### src/rtl/bcd2bin_pkg.sv
package bcd2bin_pkg;

  // Width of an unsigned word that can hold 10^digits - 1.
  function automatic int resultWidth(input int digits);
    longint unsigned limit;
    int w;
    limit = 1;
    for (int k = 0; k < digits; k++) limit = limit * 10;
    w = 0;
    while ((longint'(1) << w) < limit) w++;
    return w;
  endfunction

  // Strobes from the sequencer to the datapath.
  typedef struct packed {
    logic load;   // capture a new operand, clear the binary part
    logic step;   // one shift-right-and-correct iteration
  } dpCtrl_t;

  typedef enum logic {
    ST_IDLE = 1'b0,
    ST_RUN  = 1'b1
  } ctrlState_t;

endpackage

### src/rtl/bcd2bin_ctrl.sv
module bcd2bin_ctrl
  import bcd2bin_pkg::*;
#(
  parameter int STEPS = 10
) (
  input  logic    clk,
  input  logic    rst,
  input  logic    start,
  output dpCtrl_t dpCtrl,
  output logic    busy,
  output logic    done
);

  localparam int CNT_W = (STEPS > 1) ? $clog2(STEPS) : 1;
  localparam logic [CNT_W-1:0] LAST = CNT_W'(STEPS - 1);

  ctrlState_t state;
  logic [CNT_W-1:0] stepCnt;
  logic accept;
  logic lastStep;

  assign accept   = start && (state == ST_IDLE);
  assign lastStep = (state == ST_RUN) && (stepCnt == LAST);

  always_ff @(posedge clk) begin
    if (rst) begin
      state   <= ST_IDLE;
      stepCnt <= '0;
      done    <= 1'b0;
    end else begin
      done <= 1'b0;
      case (state)
        ST_IDLE: begin
          if (accept) begin
            state   <= ST_RUN;
            stepCnt <= '0;
          end
        end
        ST_RUN: begin
          if (lastStep) begin
            state   <= ST_IDLE;
            stepCnt <= '0;
            done    <= 1'b1;
          end else begin
            stepCnt <= stepCnt + 1'b1;
          end
        end
        default: state <= ST_IDLE;
      endcase
    end
  end

  always_comb begin
    dpCtrl.load = accept;
    dpCtrl.step = (state == ST_RUN);
  end

  assign busy = (state == ST_RUN);

  // the final step ends the run and raises done.
  a_r4_last_step_ends: assert property (@(posedge clk) disable iff (rst)
    lastStep |=> (done && !busy));

  // done never lasts two cycles.
  a_r5_done_single: assert property (@(posedge clk) disable iff (rst)
    done |=> !done);

  // a strobe during a run neither restarts nor stalls the count.
  a_r6_start_ignored: assert property (@(posedge clk) disable iff (rst)
    (busy && start && !lastStep) |=> (busy && stepCnt == $past(stepCnt) + 1'b1));

  // busy only falls together with done.
  a_r4_busy_fall_done: assert property (@(posedge clk) disable iff (rst)
    $fell(busy) |-> done);

endmodule

### src/rtl/bcd2bin_datapath.sv
module bcd2bin_datapath
  import bcd2bin_pkg::*;
#(
  parameter int DIGITS = 3,
  parameter int RES_W  = 10
) (
  input  logic                  clk,
  input  logic                  rst,
  input  dpCtrl_t               dpCtrl,
  input  logic [4*DIGITS-1:0]   bcdIn,
  output logic [RES_W-1:0]      result,
  output logic [4*DIGITS-1:0]   digitRem,
  output logic                  badDigit
);

  localparam int DIG_W = 4 * DIGITS;
  localparam int SCR_W = DIG_W + RES_W;

  logic [SCR_W-1:0] scratch;
  logic [SCR_W-1:0] shifted;
  logic [SCR_W-1:0] corrected;
  logic [DIGITS-1:0] nibbleBad;

  assign shifted = scratch >> 1;
  assign corrected[RES_W-1:0] = shifted[RES_W-1:0];

  for (genvar g = 0; g < DIGITS; g++) begin : g_digit
    logic [3:0] nib;
    assign nib = shifted[RES_W + 4*g +: 4];
    // Undo the forward add-3: a nibble at 8 or above carried in a half-ten.
    assign corrected[RES_W + 4*g +: 4] = (nib >= 4'd8) ? (nib - 4'd3) : nib;
    assign nibbleBad[g] = (bcdIn[4*g +: 4] > 4'd9);
  end

  always_ff @(posedge clk) begin
    if (rst) begin
      scratch  <= '0;
      badDigit <= 1'b0;
    end else if (dpCtrl.load) begin
      scratch  <= {bcdIn, {RES_W{1'b0}}};
      badDigit <= |nibbleBad;
    end else if (dpCtrl.step) begin
      scratch  <= corrected;
    end
  end

  assign result   = scratch[RES_W-1:0];
  assign digitRem = scratch[SCR_W-1:RES_W];

  // with no strobe the scratch register holds its value.
  a_r7_hold_idle: assert property (@(posedge clk) disable iff (rst)
    (!dpCtrl.load && !dpCtrl.step) |=> ($stable(scratch) && $stable(badDigit)));

  // a load leaves the binary part cleared.
  a_r2_load_clears: assert property (@(posedge clk) disable iff (rst)
    dpCtrl.load |=> (result == '0));

endmodule

### src/rtl/bcd2bin_seq.sv
module bcd2bin_seq
  import bcd2bin_pkg::*;
#(
  parameter int DIGITS = 3,
  localparam int RES_W = resultWidth(DIGITS)
) (
  input  logic                clk,
  input  logic                rst,
  input  logic                start,
  input  logic [4*DIGITS-1:0] bcdIn,
  output logic                busy,
  output logic                done,
  output logic                error,
  output logic [RES_W-1:0]    result
);

  dpCtrl_t dpCtrl;
  logic [4*DIGITS-1:0] digitRem;
  logic badDigit;

  bcd2bin_ctrl #(
    .STEPS (RES_W)
  ) u_ctrl (
    .clk    (clk),
    .rst    (rst),
    .start  (start),
    .dpCtrl (dpCtrl),
    .busy   (busy),
    .done   (done)
  );

  bcd2bin_datapath #(
    .DIGITS (DIGITS),
    .RES_W  (RES_W)
  ) u_dp (
    .clk      (clk),
    .rst      (rst),
    .dpCtrl   (dpCtrl),
    .bcdIn    (bcdIn),
    .result   (result),
    .digitRem (digitRem),
    .badDigit (badDigit)
  );

  assign error = badDigit;

  // a valid operand has been fully drained into the binary part.
  a_r3_digits_drained: assert property (@(posedge clk) disable iff (rst)
    (done && !error) |-> (digitRem == '0));

  // idle outputs after reset.
  a_r1_reset_quiet: assert property (@(posedge clk)
    $past(rst) |-> (!busy && !done));

endmodule

### config.mk
export PLATFORM = sky130hd
export DESIGN_NAME = bcd2bin_seq
export DESIGN_NICKNAME = d
export VERILOG_FILES = /design/src/rtl/bcd2bin_pkg.sv /design/src/rtl/bcd2bin_ctrl.sv /design/src/rtl/bcd2bin_datapath.sv /design/src/rtl/bcd2bin_seq.sv
export SDC_FILE = /design/constraint.sdc
export NUM_CORES = 1
export LEC_CHECK = 0
export BUFFER_PORTS_ARGS = -buffer_cell sky130_fd_sc_hd__buf_2
export CORE_MARGIN = 2
export CORE_UTILIZATION = 57
export DETAILED_ROUTE_END_ITERATION = 10
export GPL_TIMING_DRIVEN = 0
export PLACE_DENSITY = 0.89
export SLEW_MARGIN = 15
export SYNTH_ARGS = -nofsm -noshare
export SYNTH_HDL_FRONTEND = slang
export SYNTH_SLANG_ARGS = --single-unit
### constraint.sdc
create_clock -name clk -period 2.11 [get_ports clk]
set_input_delay 0.1055 -clock clk [delete_from_list [all_inputs] [get_ports clk]]
set_output_delay 0.1055 -clock clk [all_outputs]
set_load 0.01 [all_outputs]
==> impl_metrics.env <==
export IMPL_p_leak_nw=0.729
export IMPL_ant_nets=0
export IMPL_grt_pass1_vias=1023
export IMPL_setup_violations=0
export IMPL_post_cts_buffers=0
export IMPL_postCtsHoldBufs=0
export IMPL_clockBufferDepth=2
export IMPL_initialDrtViolationCount=25
export IMPL_synth_compound_area_share_pct=13.6
export IMPL_syn_inst=146
export IMPL_endpoint_kind="flip-flop"
export IMPL_avgViaCountPerCell=5.59
export IMPL_num_rows=17
export IMPL_final_layout_size_suffix_gt1_share_pct=24.4
export IMPL_grtUsageTotal_pct=22.8
export IMPL_wl_per_cell_um=14.0
export IMPL_finalHoldViolCount=0
export IMPL_status="complete, no violations"
export IMPL_cts_max_level=2
export IMPL_vdd_ir_drop_max_uv=809
export IMPL_cp_slowest_cell="dfxtp_1"
export IMPL_antenna_found_initial=0
export IMPL_area_delta_synth_final_pct=18.5
export IMPL_netlist_area_mm2=0.00135
export IMPL_synth_area_leaders="dfxtp_1 (43%), mux2i_1 (11%), ha_1 (5.6%)"
export IMPL_gp_congestion=0.739
export IMPL_cts_sinks=29
export IMPL_critPathLaunch="u_ctrl.busy"
export IMPL_skew_ns=0.0155
export IMPL_drv_cap=0
export IMPL_dpl_worst_slack_ns=0.881
export IMPL_cts_tree="yes"
export IMPL_syn_nets=167
export IMPL_fin_tns_setup_ns=0
export IMPL_crit_family="buffers and inverters"
export IMPL_ioPinCount=28
export IMPL_vias=1163
export IMPL_die_width_um=52.7
export IMPL_crit_arrival_ns=1.50
export IMPL_grt_pass1_wl_um=4500
export IMPL_grt_max_degree=11
export IMPL_dieHeight_um=52.7
export IMPL_hpwl_um=2090
export IMPL_synth_adder_area_share_pct=5.55
export IMPL_hold_path_startpoint="bcdIn[3]"
export IMPL_synth_cell_types=30
export IMPL_clk_latency_ns=0.33
export IMPL_fin_crit_sh_pct=58.8
export IMPL_worstMarginPinSlew_ns=0.436
export IMPL_cp_max_fo=10
export IMPL_drc=0
export IMPL_hold_path_class="in2reg"
export IMPL_period_needed_ns=1.24
export IMPL_max_stage_delay_ns=0.33
export IMPL_coreArea_mm2=0.00223
export IMPL_cp_cell_sequence="buf_4 -> inv_2 -> buf_2 -> o22ai_1 -> nor3_1"
export IMPL_portBuffers=26
export IMPL_clk_pin_slew_ns=0.10
export IMPL_synth_xor_area_share_pct=2.59
export IMPL_drtPass1Iterations=4
export IMPL_r2r_start="u_ctrl.busy"
export IMPL_grt_overflow=0
export IMPL_dieArea_mm2=0.00278
export IMPL_synth_top_family_by_area="simple AND/OR/NAND/NOR gates"
export IMPL_initial_core_util_pct=60.6
export IMPL_yosysWarnings=0
export IMPL_timing_fmax_ghz=0.806
export IMPL_cts_repair_resized=0
export IMPL_drt_wl_total_um=2900
export IMPL_fin_nets=200
export IMPL_ys_seq_area_share_pct=42.9
export IMPL_powerDensity_mw_per_mm2=766
export IMPL_rsz0062_at_grt="false"
export IMPL_path_buf_inv=3
export IMPL_required_ns=2.37
export IMPL_ys_ff_latch=29
export IMPL_synth_top_area_share_pct=42.9
export IMPL_slew_viol_final=0
export IMPL_syn_area_per_cell_um2=9.26
export IMPL_synth_mux_area_share_pct=13.6
export IMPL_start_kind="flip-flop"
export IMPL_worstSetupPathType="reg2reg"
export IMPL_numCtsBuffers=5
export IMPL_n_antenna_cell=0
export IMPL_synth_area_leader_cell="dfxtp_1"
export IMPL_synthSimpleGateAreaFrac_pct=16.0
export IMPL_fin_ws_ns=0.870
export IMPL_clockRootBuffer="clkbuf_4"
export IMPL_timing_slew_headroom_pct=70.9
-- cells in the mapped netlist --
| master | count |
|---|---|
| dfxtp_1 | 29 |
| nor3_1 | 6 |
| nor2_1 | 16 |
| o2111ai_1 | 1 |
| a211oi_1 | 6 |
| and4_1 | 1 |
| nand4b_1 | 1 |
| clkbuf_1 | 2 |
| or3_1 | 1 |
| a311oi_1 | 2 |
| xor2_1 | 2 |
| a31oi_1 | 1 |
| nand2_1 | 12 |
| mux2_2 | 3 |
| o21ai_0 | 4 |
| nor2b_1 | 4 |
| nand3_1 | 1 |
| buf_4 | 2 |
| a32oi_1 | 1 |
| inv_2 | 1 |
| mux2i_1 | 15 |
| buf_2 | 5 |
| nand2b_1 | 2 |
| inv_1 | 7 |
| ha_1 | 6 |
| o22ai_1 | 2 |
| o211a_1 | 4 |
| xnor2_1 | 2 |
| a21oi_1 | 5 |
| nand3b_1 | 2 |
-- sequential cells by signal, indices dropped and copies added (netlist names) --
register        count
u_ctrl.busy         1
u_dp.badDigit       1
u_dp.scratch       22
u_ctrl.stepCnt      4
u_ctrl.done         1
-- worst register-to-register path, stage by stage (launching register included) --
cell,delay [ns]
dfxtp_1,0.33
buf_4,0.18
inv_2,0.13
buf_2,0.23
o22ai_1,0.13
nor3_1,0.20
-- logic make-up (layout without fill, tap and decap cells) --
group,Yosys count,count (layout)
simple gates,46,46
flops,29,29
compound gates,26,26
mux,18,18
buf+inv,17,51
fa+ha+maj,6,6
xor+xnor,4,4
-- metrics by stage --
stage               power (W)  utilization [%]  cells  area (um^2)  hold slack [ns]
floorplan            0.000715                -    146         1350            0.301
global placement     0.000753             68.0    200         1520            0.430
detailed placement   0.000762             68.0    200         1520            0.448
CTS                   0.00123             71.8    208         1600           0.0962
global route          0.00127             71.8    208         1600            0.101
finish                0.00123             71.8    208         1600            0.107
-- layout make-up --
cell class	instances	area (um^2)
clock buffers	7	55.1
well taps	28	35.0
fillers	187	631
plain buffers	9	47.5
flip-flops and latches	29	581
repair buffers	26	130
inverters	8	30.0
multi-input cells	100	694
clock inverters	1	30.0
-- per-layer routing --
layer / track usage [%] / vias up / part of all wire (%)
met2: 37.7 / 51 / 47
met4: 8.97 / 0 / 1.3
met3: 8.00 / 5 / 6.7
li1: - / 570 / -
met1: 26.8 / 537 / 45
met5: 0 / - / 0
-- worst paths after layout --
| kind | to | slack (ns) | cells past startpoint |
|---|---|---|---|
| max | u_dp.scratch[17] | 0.87 | 5 |
| min | u_dp.scratch[13] | 0.11 | 3 |
| max reg2reg | u_dp.scratch[17] | 0.87 | 5 |
| min reg2reg | u_dp.scratch[20] | 0.46 | 2 |
-- placed cells by master, fill, tap and decap left out, types with 3 or more instances in the layout --
| cell type | n |
|---|---|
| a211oi_1 | 6 |
| inv_1 | 7 |
| clkbuf_4 | 5 |
| nor2_1 | 16 |
| nor2b_1 | 4 |
| ha_1 | 6 |
| a21oi_1 | 5 |
| clkbuf_1 | 3 |
| o21ai_0 | 4 |
| o211a_1 | 4 |
| nand2_1 | 12 |
| buf_2 | 31 |
| dfxtp_1 | 29 |
| mux2_2 | 3 |
| nor3_1 | 6 |
| mux2i_1 | 15 |
-- power breakdown --
group | switching (W) | internal (W) | total [W]
logic | 0.0000846 | 0.0000729 | 0.000157
clock network | 0.000193 | 0.000283 | 0.000476
registers | 0.0000232 | 0.000571 | 0.000594
Power figures use the tool's default switching activity.
